<file path="src/rtl/resv_pkg.sv">
package resv_pkg;
    typedef enum logic [1:0] {
        OP_NONE  = 2'b00,
        OP_LRSV  = 2'b01,
        OP_SCOND = 2'b10,
        OP_STORE = 2'b11
    } resv_op_e;
endpackage

</file>
<file path="src/rtl/resv_granule_match.sv">
module resv_granule_match #(
    parameter int ADDR_W = 32,
    parameter int OFF_W  = 5,
    localparam int TAG_W = ADDR_W - OFF_W
) (
    input  logic              armed,
    input  logic [TAG_W-1:0]  tag,
    input  logic [ADDR_W-1:0] addr,
    output logic              hit
);
    logic [TAG_W-1:0] addr_tag;

    always_comb begin
        addr_tag = addr[ADDR_W-1:OFF_W];
        hit      = armed && (addr_tag == tag);
    end
endmodule

</file>
<file path="src/rtl/resv_state.sv">
module resv_state #(
    parameter int ADDR_W = 32,
    parameter int OFF_W  = 5,
    localparam int TAG_W = ADDR_W - OFF_W
) (
    input  logic             clk,
    input  logic             rst,
    input  logic             lr_req,
    input  logic             sc_req,
    input  logic [TAG_W-1:0] lr_tag,
    input  logic             kill,
    output logic             held,
    output logic [TAG_W-1:0] tag,
    output logic             sc_pass,
    output logic             resp_valid,
    output logic             resp_success
);
    typedef struct packed {
        logic             held;
        logic [TAG_W-1:0] tag;
        logic             resp_valid;
        logic             resp_success;
    } state_t;

    state_t st_d, st_q;

    always_comb begin
        st_d            = st_q;
        sc_pass         = sc_req && st_q.held && !kill;
        st_d.resp_valid = sc_req;
        st_d.resp_success = sc_pass;
        if (kill) begin
            st_d.held = 1'b0;
        end
        if (sc_req) begin
            st_d.held = 1'b0;
        end
        if (lr_req) begin
            st_d.held = 1'b1;
            st_d.tag  = lr_tag;
        end
    end

    always_ff @(posedge clk) begin
        if (rst) begin
            st_q <= '0;
        end else begin
            st_q <= st_d;
        end
    end

    assign held         = st_q.held;
    assign tag          = st_q.tag;
    assign resp_valid   = st_q.resp_valid;
    assign resp_success = st_q.resp_success;
endmodule

</file>
<file path="src/rtl/resv_monitor.sv">
module resv_monitor #(
    parameter int ADDR_W        = 32,
    parameter int GRANULE_BYTES = 32
) (
    input  logic              clk,
    input  logic              rst,
    input  logic              req_valid,
    input  logic [1:0]        req_op,
    input  logic [ADDR_W-1:0] req_addr,
    input  logic              snoop_valid,
    input  logic              snoop_write,
    input  logic [ADDR_W-1:0] snoop_addr,
    output logic              mem_we,
    output logic              resp_valid,
    output logic              resp_success
);
    import resv_pkg::*;

    localparam int OFF_W = $clog2(GRANULE_BYTES);
    localparam int TAG_W = ADDR_W - OFF_W;

    resv_op_e          op;
    logic              lr_req, sc_req, st_req;
    logic              held;
    logic [TAG_W-1:0]  tag;
    logic              snoop_hit;
    logic              sc_pass;

    always_comb begin
        op     = resv_op_e'(req_op);
        lr_req = req_valid && (op == OP_LRSV);
        sc_req = req_valid && (op == OP_SCOND);
        st_req = req_valid && (op == OP_STORE);
    end

    resv_granule_match #(.ADDR_W(ADDR_W), .OFF_W(OFF_W)) u_snoop_match (
        .armed (held && snoop_valid && snoop_write),
        .tag   (tag),
        .addr  (snoop_addr),
        .hit   (snoop_hit)
    );

    resv_state #(.ADDR_W(ADDR_W), .OFF_W(OFF_W)) u_state (
        .clk          (clk),
        .rst          (rst),
        .lr_req       (lr_req),
        .sc_req       (sc_req),
        .lr_tag       (req_addr[ADDR_W-1:OFF_W]),
        .kill         (snoop_hit),
        .held         (held),
        .tag          (tag),
        .sc_pass      (sc_pass),
        .resp_valid   (resp_valid),
        .resp_success (resp_success)
    );

    assign mem_we = st_req || sc_pass;
endmodule

</file>
<file path="config.mk">
export PLATFORM = sky130hd
export DESIGN_NAME = resv_monitor
export DESIGN_NICKNAME = d
export VERILOG_FILES = /design/src/rtl/resv_pkg.sv /design/src/rtl/resv_granule_match.sv /design/src/rtl/resv_state.sv /design/src/rtl/resv_monitor.sv
export SDC_FILE = /design/constraint.sdc
export NUM_CORES = 1
export LEC_CHECK = 0
export BUFFER_PORTS_ARGS = -buffer_cell sky130_fd_sc_hd__buf_2
export CAP_MARGIN = 20
export CORE_AREA = 5 5 59 82
export DETAILED_ROUTE_END_ITERATION = 10
export DIE_AREA = 0 0 64 87
export GPL_TIMING_DRIVEN = 0
export PLACE_DENSITY_LB_ADDON = 0.08
export SETUP_SLACK_MARGIN = 0.5
export SLEW_MARGIN = 20
export SYNTH_ARGS = -nofsm -noshare
export SYNTH_HDL_FRONTEND = slang
export SYNTH_HIERARCHICAL = 1
export SYNTH_SLANG_ARGS = --single-unit
export TNS_END_PERCENT = 10
</file>
<file path="constraint.sdc">
create_clock -name clk -period 1.95 [get_ports clk]
set_input_delay 0.39 -clock clk [delete_from_list [all_inputs] [get_ports clk]]
set_output_delay 0.39 -clock clk [all_outputs]
set_load 0.005 [all_outputs]
</file>
==> results of run 1 <==
## how the worst min path moves through the flow
stage                          to  cells past startpoint       startpoint
6_report       u_state/resp_valid                      2              rst
5_1_grt        u_state/resp_valid                      2              rst
4_1_cts        u_state/resp_valid                      2              rst
3_5_place_dp      u_state/tag[16]                      2  u_state/tag[16]
3_3_place_gp      u_state/tag[13]                      2  u_state/tag[13]
2_1_floorplan  u_state/resp_valid                      1              rst
## cells by family after synthesis
family	Yosys count
AO/OA/AOI/OAI	2
buffers and inverters	7
XOR/XNOR	27
AND/OR/NAND/NOR	43
multiplexers	27
flip-flops	30
## where the power goes
group	internal [W]	switching (W)	leakage (nW)	total, W
registers	0.000634	0.0000140	0.245	0.000648
clock network	0.000356	0.000234	0.0575	0.000590
logic	0.000112	0.0000782	0.513	0.000190
## final cells by class
cell class,count,share of cell area [%]
tap,45,2.93
sequential,30,31.3
clock buffer,8,5.72
timing repair buffer,63,16.4
inverter,1,0.195
multi-input combinational,99,40.0
buffer,6,3.45
## state kept, by name, indices dropped and copies added, names as in the netlist
| register | cells |
|---|---|
| u_state/tag | 27 |
| u_state/resp_valid | 1 |
| u_state/held | 1 |
| u_state/resp_success | 1 |
## routing by layer
| metal | part of all wire [%] | vias to the layer above | GRT usage, % |
|---|---|---|---|
| met5 | 0 | - | 0 |
| met4 | 1.7 | 0 | 5.10 |
| met3 | 8.8 | 6 | 5.43 |
| met2 | 53 | 38 | 22.4 |
| met1 | 36 | 515 | 12.8 |
| li1 | - | 600 | - |
## synthesized netlist by cell type, types with 2 or more instances
master    n
xnor2_1  27
nor2_1   27
dfxtp_1  30
nand4_1   7
and3b_1   4
buf_12    2
buf_2     3
mux2i_1  27
## repair_timing
action                     4_1_cts  5_1_grt
setup endpoints to repair        3        3
pin swaps                        2        0
gates resized for setup          4        2
## critical path, delay by kind of cell (launching register included)
kind	cells	cell delay, ns
DFF	1	0.34
and+or+nand+nor	4	1.05
buffers and inverters	1	0.12
AOI/OAI and AO/OA	1	0.17
xor gates and xnor gates	1	0.16
## through the flow
step / hold slack (ns) / setup slack (ns) / total power (W)
2_1_floorplan: 0.469 / -0.117 / 0.000762
3_3_place_gp: 0.496 / -0.498 / 0.000844
3_5_place_dp: 0.503 / -0.501 / 0.000849
4_1_cts: 0.272 / -0.578 / 0.00144
5_1_grt: 0.279 / -0.679 / 0.00150
6_report: 0.282 / -0.570 / 0.00143
==> impl_metrics.csv, run 1 <==
group,metric,value,unit
status,status,"finished, violations left",
status,failed_checks,"negative setup slack",
yosys,ys_ff_latch,30,
global_routing,grt_max_degree,11,
die,io_pins,74,
worst_setup_path,path_cells,"xnor2_2, nand4_1, or4_4, nor4_4, and3b_1, a31o_1, buf_2",
worst_setup_path,r2r-start,"u_state/tag[5]",
yosys,synthArstFlopShare,0,%
yosys,synthTopCellsByArea,"dfxtp_1 43%, mux2i_1 19%, xnor2_1 17%",
clocking,ctsHoldBuffers,0,
sta,hold_viol,0,
layout,fillCellCount,404,
yosys,yosysTopAreaCell,"dfxtp_1",
sta,fin_setup_tns,-0.570,ns
layout,antenna-diode-count,0,
layout,fin_util,46.9,%
layout,nets,277,
yosys,syn_nets,207,
worst_setup_path,worst-r2r-setup-slack,0.28,ns
sta,layout_min_cycle_time,2.52,ns
pwr,leakage,0.816,nW
drt,route.detailed.drc,0,
place,gp_congestion,0.701,
worst_setup_path,max_stage_delay,0.55,ns
sta,fin_crit_sh,129,%
drt,dr.pass1.iters,4,
global_routing,grt_pass1_vias,1265,
layout,final_cell_mix,"66 x buf_2, 28 x dfxtp_1, 27 x mux2i_1, 27 x nor2_1, 25 x xnor2_1",
die,die_w,64,µm
drt,wire_per_inst,13.5,µm
yosys,synth_compound_area_share,0.974,%
clocking,insertion_delay,0.28,ns
worst_setup_path,endpoint,"mem_we",
hold_path,min_path_type,"input pin to flop",
layout,regArea,603,µm²
place,dp_cells,244,
sta,setup_viol,1,
yosys,synthCells,136,
sta,rsz0062_at_grt,"true",
drt,drt_iter0_drc,21,
global_routing,grt_overflow_total,0,
yosys,ys_warn_count,6,
yosys,syn-cell-area,0.00141,mm²
yosys,synthXorXnorAreaFrac,16.7,%
layout,final_common_cell,"buf_2",
yosys,ys_seq_area_share,42.5,%
clocking,post_cts_buffers,0,
clocking,cts.clk_slew.worst_paths,0.07,ns
place,dp_hpwl,2690,µm
layout,design_area,0.00192,mm²
layout,drive_gt1_share,40.1,%
yosys,synth_edf_count,0,
yosys,yosys.area_share.simple,15.7,%
die,num_rows,28,
sta,slew_headroom,85.4,%
worst_setup_path,worstReg2RegEnd,"u_state/held",
global_routing,grt_pass1_wl,5390,µm
yosys,synthAdderAreaFrac,0,%
die,die_y,87,µm
sta,fmax,397,MHz
place,dpl-instance-area,0.00178,mm²
worst_setup_path,crit_path_end_kind,"primary output",
worst_setup_path,cp_slowest_cell,"or4_4",
worst_setup_path,cp_max_fo,3,
drt,wl,3410,µm
sta,skew,0.00447,ns
clocking,cts_tree,"built",
yosys,synth.distinct_cells,17,
clocking,ctsHtreeMaxLevel,2,
worst_setup_path,arrival,2.13,ns
worst_setup_path,required,1.56,ns
worst_setup_path,worst_setup_path_start_kind,"flop",
yosys,ys.flop_type,"dfxtp_1",
yosys,synthMuxAreaShare,19.1,%
worst_setup_path,reg2regPathDepth,6,
die,initial_utilization,34.5,%
clocking,clock-sinks,30,
sta,slew_viol_final,0,
sta,setup_slack,-0.570,ns
yosys,avgSynthCellArea,10.4,µm²
drt,ant_nets,0,
worst_setup_path,critical_path_class,"flop to primary output",
drt,vias,1159,
clocking,clockBufferDepth,2,
sta,worstMarginPinSlew,0.217,ns
die,die_area,0.00557,mm²
clocking,cts_root_buffer,"clkbuf_8",
layout,syn_to_final_growth,36.2,%
global_routing,grt_usage,12.6,%
worst_setup_path,crit_start,"u_state/tag[5]",
pwr,ir_drop,746,µV
layout,multi_input_area,769,µm²
die,coreArea,0.00410,mm²
run,drv_cap,0,
place,io_buffers,63,
global_routing,antenna_found_initial,0,
layout,fin_cells,252,
clocking,cts-buffers-inserted,5,
yosys,synth_top_family_by_area,"multiplexers",
yosys,netlist.area_leader.share,42.5,%
pwr,powerDensity,742,mW/mm²
drt,via_per_inst,4.60,
Note: power is estimated with default switching activity, not from simulation.
==> run 2: changes to the inputs <==
--- a/config.mk
+++ b/config.mk
@@ -12,6 +12,7 @@
 export DIE_AREA = 0 0 64 87
 export GPL_TIMING_DRIVEN = 0
 export PLACE_DENSITY_LB_ADDON = 0.08
+export RECOVER_POWER = 100
 export SETUP_SLACK_MARGIN = 0.5
 export SLEW_MARGIN = 20
 export SYNTH_ARGS = -nofsm -noshare
==> run 2 against run 1 <==
Against the previous run:
- the run still ends with negative setup slack left
- clock power is essentially flat
- first-iteration DRC count shrank 9.5%
- sequential cell count stayed put
- routed wire length is the same
- via count increased by 0.17%
- global-route usage stayed put
- critical endpoint unchanged
- total power decreased by 0.65%
==> impl_metrics.csv, run 2 (same netlist as run 1, synthesis figures left out) <==
group,metric,value,unit
status,status,"finished, violations left",
status,failed_checks,"negative setup slack",
global_routing,grt_most_used_layer,"met2",
sta,setup_slack,-0.570,ns
global_routing,grt_max_degree,11,
clocking,cts.clk_slew.worst_paths,0.07,ns
worst_setup_path,path_cells,"xnor2_2, nand4_1, or4_4, nor4_4, and3b_1, a31o_1, buf_2",
sta,rsz0062_at_grt,"true",
layout,largest_reg_flops,27,
sta,layout_min_cycle_time,2.52,ns
global_routing,grt_overflow_total,0,
drt,vias,1161,
clocking,clockBufferDepth,2,
worst_setup_path,cp_slowest_cell,"or4_4",
pwr,ir_drop,741,µV
drt,dr.pass1.iters,4,
hold_path,min_path_type,"input pin to flop",
layout,syn_to_final_growth,33.4,%
clocking,post_cts_buffers,0,
global_routing,grt_pass1_wl,5390,µm
place,dp_hpwl,2690,µm
die,initial_utilization,34.5,%
pwr,leakage,0.797,nW
sta,fmax,397,MHz
place,dp_cells,244,
place,gp_congestion,0.701,
run,drv_cap,0,
worst_setup_path,required,1.56,ns
sta,hold_viol,0,
die,die_y,87,µm
global_routing,antenna_found_initial,0,
sta,fin_crit_sh,129,%
die,die_area,0.00557,mm²
clocking,cts_tree,"built",
worst_setup_path,crit_path_end_kind,"primary output",
worst_setup_path,path_depth,7,
worst_setup_path,worst-r2r-setup-slack,0.28,ns
drt,wl,3410,µm
global_routing,grt_usage,12.6,%
layout,final_common_cell,"buf_2",
worst_setup_path,worst_setup_path_start_kind,"flop",
worst_setup_path,cp_max_fo,3,
global_routing,grt_use_met3,5.43,%
die,coreArea,0.00410,mm²
die,io_pins,74,
drt,wire_per_inst,13.5,µm
sta,slew_viol_final,0,
clocking,ctsHoldBuffers,0,
layout,antenna-diode-count,0,
hold_path,hold_path_end,"u_state/resp_valid",
layout,drive_gt1_share,38.6,%
drt,drt_iter0_drc,19,
global_routing,grt.met1_usage,12.8,%
die,die_w,64,µm
clocking,clock-sinks,30,
global_routing,grt_pass1_vias,1265,
worst_setup_path,r2r-start,"u_state/tag[5]",
layout,final_cell_mix,"64 x buf_2, 28 x dfxtp_1, 27 x mux2i_1, 27 x nor2_1, 25 x xnor2_1",
sta,skew,0.00447,ns
clocking,ctsHtreeMaxLevel,2,
clocking,insertion_delay,0.28,ns
die,num_rows,28,
clocking,cts-buffers-inserted,5,
drt,ant_nets,0,
place,io_buffers,63,
sta,setup_viol,1,
drt,route.detailed.drc,0,
layout,fin_cells,252,
clocking,cts_root_buffer,"clkbuf_8",
worst_setup_path,crit_family,"simple AND/OR/NAND/NOR gates",
worst_setup_path,arrival,2.13,ns
worst_setup_path,reg2regPathDepth,6,
sta,worstMarginPinSlew,0.724,ns
drt,via_per_inst,4.61,
layout,nets,277,
worst_setup_path,worst-path-buf-inv,1,
worst_setup_path,worstReg2RegEnd,"u_state/held",
pwr,powerDensity,753,mW/mm²
pwr,p_total,0.00142,W
sta,slew_headroom,51.8,%
hold_path,worstHoldStart,"rst",
hold_path,whs_path_depth,2,
global_routing,use_met2,22.4,%
worst_setup_path,max_stage_delay,0.55,ns
worst_setup_path,critical_path_class,"flop to primary output",
-- run 2: changes by cell type in the layout (fill, tap and decap cells not counted), sizes merged --
cell and change:
buf -5, clkbuf +5
-- run 2: per-layer routing --
| metal | up-vias | share of wire [%] | wire (µm) |
|---|---|---|---|
| met5 | - | 0 | 0 |
| met4 | 0 | 1.7 | 58 |
| met3 | 6 | 8.7 | 297 |
| met2 | 38 | 53 | 1820 |
| met1 | 520 | 36 | 1240 |
| li1 | 597 | - | - |
-- run 2: worst max-delay path by stage --
stage / start / endpoint / slack [ns]
floorplan: snoop_addr[12] / mem_we / -0.12
global placement: snoop_addr[24] / mem_we / -0.50
detailed placement: snoop_addr[24] / mem_we / -0.50
CTS: u_state/tag[19] / mem_we / -0.58
global route: u_state/tag[19] / mem_we / -0.68
finish: u_state/tag[5] / mem_we / -0.57
-- run 2: layout make-up --
| class | count | area (µm²) |
|---|---|---|
| Timing Repair Buffer | 63 | 313 |
| Sequential cell | 30 | 603 |
| Inverter | 1 | 3.75 |
| Buffer | 6 | 28.8 |
| Tap cell | 45 | 56.3 |
| Clock buffer | 8 | 110 |
| Multi-Input combinational cell | 99 | 769 |
| Fill cell | 410 | 2210 |
-- run 2: through the flow --
stage / util, % / TNS [ns] / cell area (µm²) / hold WS (ns) / setup WS, ns
finish: 46.0 / -0.570 / 1880 / 0.283 / -0.570
global route: 46.0 / -0.679 / 1880 / 0.279 / -0.679
CTS: 46.7 / -0.578 / 1920 / 0.272 / -0.578
detailed placement: 43.5 / -0.501 / 1780 / 0.503 / -0.501
global placement: 43.5 / -0.498 / 1780 / 0.496 / -0.498
floorplan: - / -0.117 / 1410 / 0.469 / -0.117
-- run 2: power breakdown --
| group | internal [W] | total (W) | leakage (nW) | switching, W |
|---|---|---|---|---|
| clock | 0.000356 | 0.000589 | 0.0575 | 0.000233 |
| sequential | 0.000634 | 0.000648 | 0.245 | 0.0000140 |
| combinational | 0.000105 | 0.000182 | 0.495 | 0.0000769 |
| total | 0.00110 | 0.00142 | 0.797 | 0.000324 |
-- run 2: repair_timing --
| item | in CTS | in global routing |
|---|---|---|
| gates resized for setup | 4 | 2 |
| pin swaps | 2 | 0 |
| endpoints found under the setup margin | 3 | 3 |
| endpoints found under the hold margin | 0 | 0 |
-- run 2: worst reg2reg max path: stages, from the launching register on --
cell and delay [ns]:
dfxtp_2 0.34, xnor2_2 0.16, nand4_1 0.14, or4_4 0.55, nor4_4 0.16, or3b_1 0.15
a21oi_1 0.05
